### src/rtl/fa20_pkg.sv
package fa20_pkg;
    localparam int IO_AW = 16;

    typedef struct packed {
        logic       a20_en;
        logic       pw_lock;
        logic [1:0] led;
        logic       ee_force;
    } ctl_t;

    localparam ctl_t CTL_RESET = '{a20_en: 1'b0, pw_lock: 1'b0, led: 2'b00, ee_force: 1'b0};
endpackage

### src/rtl/fa20_regs.sv
module fa20_regs
    import fa20_pkg::*;
#(
    parameter logic [IO_AW-1:0] PORT_SYS  = 16'h0092,
    parameter logic [IO_AW-1:0] PORT_GATE = 16'h00EE,
    parameter logic [IO_AW-1:0] PORT_RST  = 16'h00EF
) (
    input  logic             clk,
    input  logic             rst_n,
    input  logic [IO_AW-1:0] io_addr,
    input  logic             io_rd,
    input  logic             io_wr,
    input  logic [7:0]       io_wdata,
    output logic [7:0]       io_rdata,
    output ctl_t             ctl,
    output logic             rst_req
);
    ctl_t ctl_d, ctl_q;
    logic hit_sys, hit_gate, hit_rst;

    assign hit_sys  = (io_addr == PORT_SYS);
    assign hit_gate = (io_addr == PORT_GATE);
    assign hit_rst  = (io_addr == PORT_RST);

    always_comb begin
        ctl_d   = ctl_q;
        rst_req = 1'b0;
        if (io_rd && hit_gate) begin
            ctl_d.ee_force = 1'b1;
        end
        if (io_wr) begin
            if (hit_gate) begin
                ctl_d.ee_force = 1'b0;
            end
            if (hit_rst) begin
                rst_req = 1'b1;
            end
            if (hit_sys) begin
                ctl_d.a20_en = io_wdata[1];
                ctl_d.led    = io_wdata[7:6];
                if (!ctl_q.pw_lock) begin
                    ctl_d.pw_lock = io_wdata[3];
                end
                rst_req = io_wdata[0];
            end
        end
    end

    always_comb begin
        io_rdata = 8'h00;
        if (hit_sys) begin
            io_rdata = {ctl_q.led, 2'b00, ctl_q.pw_lock, 1'b0, ctl_q.a20_en, 1'b0};
        end else if (hit_gate) begin
            io_rdata = 8'hFF;
        end
    end

    always_ff @(posedge clk) begin
        if (!rst_n) begin
            ctl_q <= CTL_RESET;
        end else begin
            ctl_q <= ctl_d;
        end
    end

    assign ctl = ctl_q;
endmodule

### src/rtl/fa20_pulse.sv
module fa20_pulse #(
    parameter int RST_CYCLES = 8
) (
    input  logic clk,
    input  logic rst_n,
    input  logic trig,
    output logic pulse
);
    localparam int CW = $clog2(RST_CYCLES + 1);
    localparam logic [CW-1:0] LOAD = CW'(RST_CYCLES);

    logic [CW-1:0] cnt_d, cnt_q;

    always_comb begin
        cnt_d = cnt_q;
        if (trig) begin
            cnt_d = LOAD;
        end else if (cnt_q != '0) begin
            cnt_d = cnt_q - 1'b1;
        end
    end

    always_ff @(posedge clk) begin
        if (!rst_n) begin
            cnt_q <= '0;
        end else begin
            cnt_q <= cnt_d;
        end
    end

    assign pulse = (cnt_q != '0);
endmodule

### src/rtl/fa20_gate.sv
module fa20_gate #(
    parameter int ADDR_W  = 32,
    parameter int GATE_BIT = 20
) (
    input  logic [ADDR_W-1:0] addr_i,
    input  logic              src_port,
    input  logic              src_force,
    input  logic              src_kbc,
    output logic [ADDR_W-1:0] addr_o,
    output logic              open_o
);
    localparam logic [ADDR_W-1:0] MASK = ~(ADDR_W'(1) << GATE_BIT);

    always_comb begin
        open_o = src_port | src_force | src_kbc;
        addr_o = open_o ? addr_i : (addr_i & MASK);
    end
endmodule

### src/rtl/fast_a20_ctl.sv
module fast_a20_ctl
    import fa20_pkg::*;
#(
    parameter int ADDR_W     = 32,
    parameter int RST_CYCLES = 8
) (
    input  logic              clk,
    input  logic              rst_n,
    input  logic [IO_AW-1:0]  io_addr,
    input  logic              io_rd,
    input  logic              io_wr,
    input  logic [7:0]        io_wdata,
    output logic [7:0]        io_rdata,
    input  logic              kbc_a20_req,
    input  logic [ADDR_W-1:0] cpu_addr_i,
    output logic [ADDR_W-1:0] cpu_addr_o,
    output logic              a20_o,
    output logic              cpu_reset_o,
    output logic              disk_led_o,
    output logic              pw_lock_o
);
    ctl_t ctl;
    logic rst_req;
    logic ee_force;

    fa20_regs u_regs (
        .clk      (clk),
        .rst_n    (rst_n),
        .io_addr  (io_addr),
        .io_rd    (io_rd),
        .io_wr    (io_wr),
        .io_wdata (io_wdata),
        .io_rdata (io_rdata),
        .ctl      (ctl),
        .rst_req  (rst_req)
    );

    fa20_pulse #(.RST_CYCLES(RST_CYCLES)) u_pulse (
        .clk   (clk),
        .rst_n (rst_n),
        .trig  (rst_req),
        .pulse (cpu_reset_o)
    );

    fa20_gate #(.ADDR_W(ADDR_W), .GATE_BIT(20)) u_gate (
        .addr_i    (cpu_addr_i),
        .src_port  (ctl.a20_en),
        .src_force (ctl.ee_force),
        .src_kbc   (kbc_a20_req),
        .addr_o    (cpu_addr_o),
        .open_o    (a20_o)
    );

    assign ee_force   = ctl.ee_force;
    assign disk_led_o = |ctl.led;
    assign pw_lock_o  = ctl.pw_lock;
endmodule

### config.mk
export PLATFORM = sky130hd
export DESIGN_NAME = fast_a20_ctl
export DESIGN_NICKNAME = d
export VERILOG_FILES = /design/src/rtl/fa20_pkg.sv /design/src/rtl/fa20_regs.sv /design/src/rtl/fa20_pulse.sv /design/src/rtl/fa20_gate.sv /design/src/rtl/fast_a20_ctl.sv
export SDC_FILE = /design/constraint.sdc
export NUM_CORES = 1
export LEC_CHECK = 0
export ABC_AREA = 1
export BUFFER_PORTS_ARGS = -buffer_cell sky130_fd_sc_hd__buf_2
export CORE_MARGIN = 2
export CORE_UTILIZATION = 37
export CTS_CLUSTER_SIZE = 25
export DETAILED_ROUTE_END_ITERATION = 12
export PLACE_DENSITY_LB_ADDON = 0.1
export SLEW_MARGIN = 20
export SYNTH_ARGS = -nofsm -noshare
export SYNTH_HDL_FRONTEND = slang
export SYNTH_SLANG_ARGS = --single-unit
export TNS_END_PERCENT = 20
### constraint.sdc
create_clock -name clk -period 2.9 [get_ports clk]
set_clock_uncertainty 0.05 [all_clocks]
set_input_delay 0.145 -clock clk [delete_from_list [all_inputs] [get_ports clk]]
set_output_delay 0.145 -clock clk [all_outputs]
set_load 0.1 [all_outputs]
; ---- Word-level counts from Yosys, hierarchy flattened
; Cells that the tools add are included.
[word_totals]
ff_bits = 9
input_bits = 61
out_inout_bits = 44
word_cells = 31
[op_classes]
addsub = 1
n_eq_ne = 3
n_mux = 12
bitwise = 3
n_reduce_logical = 6
[op_table]
columns = cell, count
row1 = == test 16 x 8 -> 1 bit (second input constant), 3
row2 = 2-to-1 mux 21 bit, 1
row3 = 2-to-1 mux 8 bit, 2
row4 = 2-to-1 mux 4 bit, 2
row5 = 2-to-1 mux 1 bit, 7
row6 = nonzero test 4 bit, 1
row7 = OR reduction 2 bit, 2
row8 = subtractor 4 x 1 -> 4 bit (second input constant), 1
row9 = OR 1 bit, 2
row10 = AND reduction 2 bit, 1
row11 = nonzero test 2 bit, 1
row12 = logical AND 1 bit, 1
row13 = NOT 1 bit, 1

; ---- Depth between registers and ports, before layout
; Gate-level depths: netlist (run 1).
[logic_depth]
word_depth = 5
mapped_depth = 9
depth_no_buf = 9

; ---- Cells and area by module
; A second synthesis (run 1) with hierarchy kept.
[hier_totals]
cells_unflattened = 132
hier_area_um2 = 899.6
[by_module_without_submodules]
columns = module, n_inst, cells_per_inst, area_per_inst_um2, seq_area_each_um2
row1 = fa20_regs, 1, 64, 402.9, 100.1
row2 = fa20_gate, 1, 36, 259.0, 0.0
row3 = fa20_pulse, 1, 29, 226.5, 80.1
row4 = fast_a20_ctl, 1, 3, 11.3, 0.0

; ---- Least setup slack after synthesis (run 1)
; No wires, ideal clock.
[synth_timing]
path_type = input to output
startpoint = input port io_addr[8]
endpoint = output port io_rdata[1]
arrival_time_ps = 2752
t_required_ps = 2705
slack_ps = -47
path_stages = 5
n_path_buf = 0
cell_sequence = nor2_1 -> nand2_1 -> nor2_4 -> nand2_1 -> o21ai_0
[synth_between]
elab_chain_cells = 3
elab_cells_between_ends = 4
cone_classes = 2 x eq/ne / 2 x mux
[synth_rtl]
columns = element, line
row1 = "start, declared", fast_a20_ctl.sv:9  ; input logic [IO_AW-1:0] io_addr,
row2 = == test 16 x 8 -> 1 bit, fa20_regs.sv:22  ; assign hit_gate = (io_addr == PORT_GATE);
row3 = 2-to-1 mux 8 bit, fa20_regs.sv:53  ; end else if (hit_gate) begin
row4 = 2-to-1 mux 8 bit (*), fa20_regs.sv:51  ; if (hit_sys) begin
row5 = "end, declared", fast_a20_ctl.sv:13  ; output logic [7:0] io_rdata,
; Every way passes the cells marked *; elsewhere a longest branch is shown, timed or not.

; ---- Final worst setup path (run 1)
[layout_timing]
startpoint = register u_pulse.cnt_q[0]
endpoint = output port cpu_reset_o
[layout_between]
elab_chain_cells = 1
[layout_rtl]
columns = element, line
row1 = "start, declared", fa20_pulse.sv:12  ; logic [CW-1:0] cnt_d, cnt_q;
row2 = "start signal, assigned", fa20_pulse.sv:27  ; cnt_q <= cnt_d;
row3 = nonzero test 4 bit, fa20_pulse.sv:31  ; assign pulse = (cnt_q != '0);
row4 = "end, declared", fast_a20_ctl.sv:18  ; output logic cpu_reset_o,
; Every way passes these cells.

==> flow_summary.toml, run 1 <==
[timing]
min_period_ns = 1.78
maxSlewHeadroom = 0.678
slew_viol_final = 0
rsz0062_at_grt = "no"
hold_viol = 0
tightest_slew_ns = 0.487
fin_crit_sh = 0.615
finalSetupViolCount = 0
max_freq_mhz = 561

[grt]
antenna_found_initial = 0
grt_pass1_vias = 743
grt_max_degree = 10
grtUsageTotal = 0.141
grt_remaining_overflow = 0
grt_pass1_wl_um = 3060

[floorplanning]
initial_utilization = 0.391
design.die.area_sq_mm = 0.00304
io_pins = 105
core_area_sq_mm = 0.00248
die_h_um = 55.2
fp-row-count = 18
die_w_um = 55.2

[critical_path]
crit_path_end_kind = "output port"
path_max_fanout = 5
startpoint_type = "flip-flop"
required_ns = 2.71
worst_ep_arrival_time_ns = 1.59
crit_type = "flip-flop to output port"

[drt]
wl_um = 1860
drtPass1Iterations = 4
viasPerCell = 4.40
drt_iter0_drc = 6
wl_per_cell_um = 9.42
drc = 0
ant_nets = 0
dr_total_vias = 867

[clock_network]
insertion_delay_ns = 0.26
clockRootBuffer = "clkbuf_4"
cts_made_buffers = 3
cts_buffer_depth = 2
cts_resized = 0
post_cts_buffers = 0
hold_buffers = 0
clkTransAtPathRegs_ns = 0.06
cts.sinks = 9
htree_levels = 1
cts_tree = "yes"

[cells_and_area]
final_cell_mix = "39 x buf_2, 30 x inv_1, 30 x nand2_1"
final_util = 0.392
diodes = 0
finalNetCount = 231
area_growth_pct = 0.388
mostFrequentLayoutCell = "buf_2"
layout-drive-gt1-share = 0.293

[synth]
synth_fp_nets = 221
syn_area_sq_um = 968
synthArstFlopShare = 0
synthCells = 158
synthAdderAreaFrac = 0.0258
netlist.area_leader.share = 0.264
ys_types = 19
yosys-top-cells-area = "buf_4 26%, dfxtp_1 19%, inv_1 12%"
yosysTopAreaCell = "buf_4"
synth_edf_count = 0
synth-seq-area-share = 0.186
ys_ff_latch = 9
synth-simple-area-share = 0.346
muxShareOfSynthArea = 0
yosys_warnings = 0
synth.avg_cell_area_sq_um = 6.13
synth_compound_area_frac = 0.0491
synth-main-ff-cell = "dfxtp_1"
synth_top_family_by_area = "buffers and inverters"
synthXorXnorAreaFrac = 0.00904

[hold_path]
hp-class = "primary input to flip-flop"

[power]
p_leak_nw = 0.562
irDropWorstVdd_mv = 0.414
total_power_w = 0.000581
powerDensity_mw_per_mm2 = 598

[job]
maxCapViolCount = 0

[placed_design]
place_hpwl_um = 1620
io_buffer_count = 39
gp_congestion = 0.688

[status]
outcome = "finished, final reports clean"
cells in the mapped netlist (3+ instances only):
cell type and count:
a21oi_1 3, buf_4 34, dfxtp_1 9, inv_1 30, nand2_1 30, nand3_1 4
nand4_1 6, nor2_1 22, nor2_4 3, nor3_1 3, o21ai_0 3
registers in the layout (all words and copies together), names as in the netlist:
name / cells
u_regs.ctl: 5
u_pulse.cnt_q: 4
worst max-delay path: stages (launching register included):
cell and delay [ns]:
dfxtp_1 0.36, inv_1 0.08, ha_1 0.19, inv_1 0.05
nor2_1 0.04, nand2_1 0.15, buf_2 0.46
path summary, 6_finish.rpt:
check	from	endpoint	slack, ns	cells after the start
worst min register to register	u_regs.ctl[3]	u_regs.ctl[3]	0.43	2
worst max-delay path	u_pulse.cnt_q[0]	cpu_reset_o	1.12	6
worst min-delay path	io_wdata[3]	u_regs.ctl[3]	0.11	3
worst max register to register	u_pulse.cnt_q[0]	u_pulse.cnt_q[0]	1.60	8
routing by layer:
metal	global-route usage	routed length, um	part of all wire	vias to the layer above
li1	-	-	-	460
met1	0.155	798	0.43	345
met2	0.234	823	0.44	48
met3	0.0269	156	0.084	14
met4	0.114	77	0.042	0
met5	0	0	0	-
stage by stage:
step / worst slack (ns) / instance area (sq um) / TNS (ns) / cells / hold slack (ns)
after floorplan: -0.0468 / 968 / -0.0935 / 158 / 0.216
after global placement: 1.24 / 946 / 0 / 193 / 0.241
after detailed placement: 1.23 / 946 / 0 / 193 / 0.241
after CTS: 1.11 / 972 / 0 / 197 / 0.106
after global routing: 0.941 / 972 / 0 / 197 / 0.111
final: 1.12 / 972 / 0 / 197 / 0.108
layout make-up:
| cell class | count | area, sq um |
|---|---|---|
| clock buffer | 4 | 26.3 |
| sequential | 9 | 180 |
| fill | 298 | 1510 |
| inverter | 31 | 116 |
| timing repair buffer | 39 | 195 |
| multi-input combinational | 84 | 417 |
| tap | 30 | 37.5 |
cell families (layout without fill, tap and decap cells):
logic type               count (synthesis)  count (layout)
AND/OR/NAND/NOR                         72              72
buffers and inverters                   65              74
AO/OA/AOI/OAI                            9               9
flip-flops                               9               9
adder cells (fa/ha/maj)                  2               2
XOR/XNOR                                 1               1
report_power, final:
part	internal, W	switching (W)
registers	0.000151	0.0000172
clock network	0.0000530	0.0000439
logic	0.0000934	0.000223
total	0.000297	0.000284
No activity file was read; power rests on OpenSTA's default activity.
==> run 2, diff against run 1 <==
--- a/config.mk
+++ b/config.mk
@@ -8,7 +8,7 @@
 export ABC_AREA = 1
 export BUFFER_PORTS_ARGS = -buffer_cell sky130_fd_sc_hd__buf_2
 export CORE_MARGIN = 2
-export CORE_UTILIZATION = 37
+export CORE_UTILIZATION = 31
 export CTS_CLUSTER_SIZE = 25
 export DETAILED_ROUTE_END_ITERATION = 12
 export PLACE_DENSITY_LB_ADDON = 0.1
==> constraint.sdc (replaced) <==
create_clock -name clk -period 1.5 [get_ports clk]
set_clock_uncertainty 0.05 [all_clocks]
set_input_delay 0.075 -clock clk [delete_from_list [all_inputs] [get_ports clk]]
set_output_delay 0.075 -clock clk [all_outputs]
set_load 0.1 [all_outputs]
==> run 2 against run 1 <==
Net effect:
- clock power up 84%
- hold slack worse by 0.055 ns
- global-route usage down 1.1 points
- register-to-register slack worse by 1.5 ns
- routed wire length up 17%
- final cell count up 4.1%
- first-iteration DRC count up 83%
- via count up 3.2%
- sequential share of layout area down 3.4 points
- largest cell class unchanged
- largest power group unchanged
==> flow_summary.toml, run 2 (synthesis gave the netlist of run 1 again) <==
[timing]
max_freq_mhz = 709
fin_crit_sh = 0.941
hold_slack_ns = 0.0533
min_period_ns = 1.41
finalSetupViolCount = 0
maxSlewHeadroom = 0.675
setup_tns_ns = 0
tightest_slew_ns = 0.491
slew_viol_final = 0
hold_viol = 0

[drt]
ant_nets = 0
wl_per_cell_um = 10.6
wl_um = 2180
drt_iter0_drc = 11
drc = 0
drtPass1Iterations = 4
dr_total_vias = 895
viasPerCell = 4.37

[cells_and_area]
layout-drive-gt1-share = 0.360
finalNetCount = 236
final_cell_mix = "30 x buf_2, 29 x inv_1, 29 x nand2_1"
diodes = 0
mostFrequentLayoutCell = "buf_2"
largest_reg_flops = 5
area_growth_pct = 23.0
finalNonFillerCells = 205

[power]
irDropWorstVdd_mv = 0.587
pwr-share-seq = 0.251
powerDensity_mw_per_mm2 = 1090
power.share.switching = 0.449
intPower_w = 0.000718
combPwrFrac = 0.613
p_leak_nw = 0.612
power_frac_clock = 0.136
p_switching_w = 0.000586

[critical_path]
crit_path_end_kind = "output port"
r2r_slack_ns = 0.15
crit_type = "flip-flop to output port"
path_max_fanout = 4
reg2reg_from = "u_pulse.cnt_q[0]"
setup.worst_path.start = "u_pulse.cnt_q[0]"
startpoint_type = "flip-flop"
worst_ep_arrival_time_ns = 1.29
required_ns = 1.37

[grt]
grt_remaining_overflow = 0
grt_pass1_vias = 881
grtUsageTotal = 0.130
antenna_found_initial = 0
grt_max_degree = 8
grt_pass1_wl_um = 3610

[floorplanning]
fp-row-count = 20
design.die.area_sq_mm = 0.00359
io_pins = 105
die_w_um = 59.9
core_area_sq_mm = 0.00300
initial_utilization = 0.323
die_h_um = 59.9

[hold_path]
hp-start = "rst_n"
hp-class = "primary input to flip-flop"

[job]
maxCapViolCount = 0

[clock_network]
cts_made_buffers = 3
cts_tree = "yes"
cts_buffer_depth = 2
htree_levels = 1
clkTransAtPathRegs_ns = 0.06
cts.sinks = 9
insertion_delay_ns = 0.25
clockRootBuffer = "clkbuf_4"

[status]
outcome = "finished, final reports clean"

[placed_design]
place_hpwl_um = 1920
io_buffer_count = 39
dp_cells = 199
gp_congestion = 0.842
-- run 2: cell types whose count changed in the layout (fill, tap and decap cells not counted), sizes merged --
cell,delta
buf,+5
clkinvlp,+1
inv,-1
-- run 2: cell type report --
| cell class | count | area (sq um) |
|---|---|---|
| Multi-Input combinational cell | 84 | 455 |
| Fill cell | 326 | 1810 |
| Tap cell | 33 | 41.3 |
| Sequential cell | 9 | 180 |
| Inverter | 31 | 120 |
| Clock buffer | 4 | 26.3 |
| Timing Repair Buffer | 44 | 368 |
-- run 2: per-stage QoR --
step / utilization / total power, W / cell area (sq um) / worst slack (ns)
6_report: 0.397 / 0.00130 / 1190 / 0.0892
5_1_grt: 0.397 / 0.00143 / 1190 / -0.00265
3_3_place_gp: 0.381 / 0.00102 / 1140 / 0.164
2_1_floorplan: - / 0.00121 / 1010 / -0.383
3_5_place_dp: 0.381 / 0.00104 / 1140 / 0.164
4_1_cts: 0.391 / 0.00124 / 1170 / 0.0433
-- run 2: what timing repair did --
action / CTS / global route
gates cloned: 0 / 0
setup endpoints to repair: 1 / 1
setup buffers: 0 / 2
endpoints found under the hold margin: 0 / 0
pin swaps: 0 / 1
hold buffers: 0 / 0
resized for setup: 1 / 1
-- run 2: power groups by stage --
| stage | registers [W] | logic, W | clock network (W) |
|---|---|---|---|
| finish | 0.000327 | 0.000799 | 0.000178 |
| global route | 0.000337 | 0.000891 | 0.000203 |
| CTS | 0.000324 | 0.000725 | 0.000186 |
| detailed placement | 0.000329 | 0.000711 | 0 |
| global placement | 0.000329 | 0.000695 | 0 |
| floorplan | 0.000323 | 0.000886 | 0 |
-- run 2: layer usage --
layer / track usage / part of all wire
met1: 0.147 / 0.40
met2: 0.217 / 0.46
met3: 0.0476 / 0.11
met4: 0.0603 / 0.031
met5: 0 / 0
-- run 2: worst max-delay path, stage by stage, from the launching register on --
cell     delay [ns]
dfxtp_1        0.36
inv_1          0.07
ha_1           0.19
inv_1          0.06
nor2_2         0.05
nand2_2        0.12
buf_12         0.18
-- run 2: final timing paths --
check / end / cells after the start
max: cpu_reset_o / 6
min: u_regs.ctl[2] / 3
max reg2reg: u_pulse.cnt_q[2] / 9
min reg2reg: u_regs.ctl[3] / 2
==> run 3, diff against run 2 <==
--- a/config.mk
+++ b/config.mk
@@ -6,12 +6,15 @@
 export NUM_CORES = 1
 export LEC_CHECK = 0
 export ABC_AREA = 1
+export ABC_CLOCK_PERIOD_IN_PS = 1500
 export BUFFER_PORTS_ARGS = -buffer_cell sky130_fd_sc_hd__buf_2
 export CORE_MARGIN = 2
 export CORE_UTILIZATION = 31
 export CTS_CLUSTER_SIZE = 25
 export DETAILED_ROUTE_END_ITERATION = 12
+export MAX_ROUTING_LAYER = met4
 export PLACE_DENSITY_LB_ADDON = 0.1
+export SETUP_SLACK_MARGIN = 0.3
 export SLEW_MARGIN = 20
 export SYNTH_ARGS = -nofsm -noshare
 export SYNTH_HDL_FRONTEND = slang
==> run 3 against run 2 <==
Net effect:
- sequential power rose by 3%
- routed wire length rose by 13%
- design area rose by 12%
- clock power rose by 6%
- flip-flop and latch count did not move
- non-clock buffer count rose by 4
- core utilization rose by 4.7 points
- combinational power rose by 22%
- fmax rose by 7.3%
- setup slack improved by 0.096 ns
- hold slack got worse by 0.0063 ns
==> flow_summary.toml, run 3 (synthesis gave the netlist of run 1 again) <==
[status]
outcome = "finished, final reports clean"

[grt]
grtUsageTotal = 0.151
grt_pass1_wl_um = 3950
antenna_found_initial = 0
grt_max_degree = 8
grt_remaining_overflow = 0
grt_pass1_vias = 893

[timing]
maxSlewHeadroom = 0.676
slew_viol_final = 0
min_period_ns = 1.31
setup_slack_ns = 0.186
rsz0062_at_grt = "yes"
max_freq_mhz = 761
finalSetupViolCount = 0
hold_viol = 0
tightest_slew_ns = 0.490
setup_tns_ns = 0
fin_crit_sh = 0.876
hold_slack_ns = 0.0470

[power]
total_power_w = 0.00150
irDropWorstVdd_mv = 0.637
p_leak_nw = 0.654
powerDensity_mw_per_mm2 = 1120

[critical_path]
path_delay_family = "flip-flops"
slowest_delay_ns = 0.33
r2r_slack_ns = 0.20
startpoint_type = "flip-flop"
crit_type = "flip-flop to output port"
path_max_fanout = 4
required_ns = 1.37
cpMaxStageDelayCell = "dfxtp_2"
crit_path_end_kind = "output port"
crit_chain = "inv_2 > ha_4 > inv_2 > nor2_4 > nand2_4 > buf_12"
crit_top_cell = "inv_2"
critPathBufInv = 3
worst_ep_arrival_time_ns = 1.19

[floorplanning]
die_w_um = 59.9
design.die.area_sq_mm = 0.00359
io_pins = 105
fp-row-count = 20
core_area_sq_mm = 0.00300
die_h_um = 59.9
initial_utilization = 0.323

[clock_network]
clockRootBuffer = "clkbuf_4"
clkTransAtPathRegs_ns = 0.06
cts.sinks = 9
cts_buffer_depth = 2
htree_levels = 1
cts_tree = "yes"
cts_made_buffers = 3
insertion_delay_ns = 0.26

[cells_and_area]
diodes = 0
mostFrequentLayoutCell = "buf_2"
area_growth_pct = 37.7
finalNetCount = 240
largest_reg_flops = 5
final_area_sq_mm = 0.00133
layout-drive-gt1-share = 0.472
final_cell_mix = "29 x buf_2, 26 x inv_1, 26 x nand2_1"

[drt]
wl_per_cell_um = 11.7
wl_met3_um = 256
wl_um = 2460
drc = 0
wl_met2_um = 1250
viasPerCell = 4.49
drtPass1Iterations = 4
ant_nets = 0
dr_total_vias = 938
wl_met1_um = 862
top_layer = "met4"
drt_iter0_drc = 21

[placed_design]
place_area_sq_mm = 0.00121
dp_slack_ns = 0.139
place_hpwl_um = 2100
io_buffer_count = 39
gp_congestion = 0.700

[job]
maxCapViolCount = 0

[hold_path]
hp-class = "primary input to flip-flop"
run 3: power by group:
| group | internal, W | switching, W | total, W |
|---|---|---|---|
| clock | 0.000103 | 0.0000858 | 0.000188 |
| combinational | 0.000427 | 0.000548 | 0.000975 |
| sequential | 0.000294 | 0.0000427 | 0.000336 |
| total | 0.000824 | 0.000676 | 0.00150 |
run 3: layer usage:
layer,up-vias,global-route usage
met5,-,-
li1,479,-
met1,399,0.148
met3,14,0.0693
met2,46,0.255
met4,0,0.0667
run 3: layout make-up:
class	count	area [sq um]
fill	312	1670
multi-input combinational	84	547
timing repair buffer	48	413
sequential	9	186
inverter	31	120
tap	33	41.3
clock buffer	4	26.3
run 3: per-stage QoR:
stage               utilization  cells
floorplan                     -    158
global placement          0.402    198
detailed placement        0.402    198
CTS                       0.438    208
global route              0.444    209
finish                    0.444    209
run 3: worst reg2reg max path, cell delays in order, from the launching register on:
cell and delay [ns]:
dfxtp_2 0.33, inv_2 0.08, ha_4 0.13, inv_2 0.04, nor2_4 0.10, nand2_4 0.08
buf_4 0.14, xor2_1 0.13, inv_1 0.06, nor2_1 0.09
run 3: timing repair:
| item | CTS | global route |
|---|---|---|
| endpoints found under the setup margin | 15 | 16 |
| buffers inserted | 6 | 1 |
| resized for setup | 13 | 1 |
| hold buffers | 0 | 0 |
| pin swaps | 4 | 4 |
run 3: path summary, 6_finish.rpt:
check / from / endpoint / depth (start not counted)
worst max-delay path: u_pulse.cnt_q[0] / cpu_reset_o / 6
worst min-delay path: rst_n / u_regs.ctl[4] / 3
worst max register to register: u_pulse.cnt_q[0] / u_pulse.cnt_q[0] / 9
worst min register to register: u_regs.ctl[3] / u_regs.ctl[3] / 2
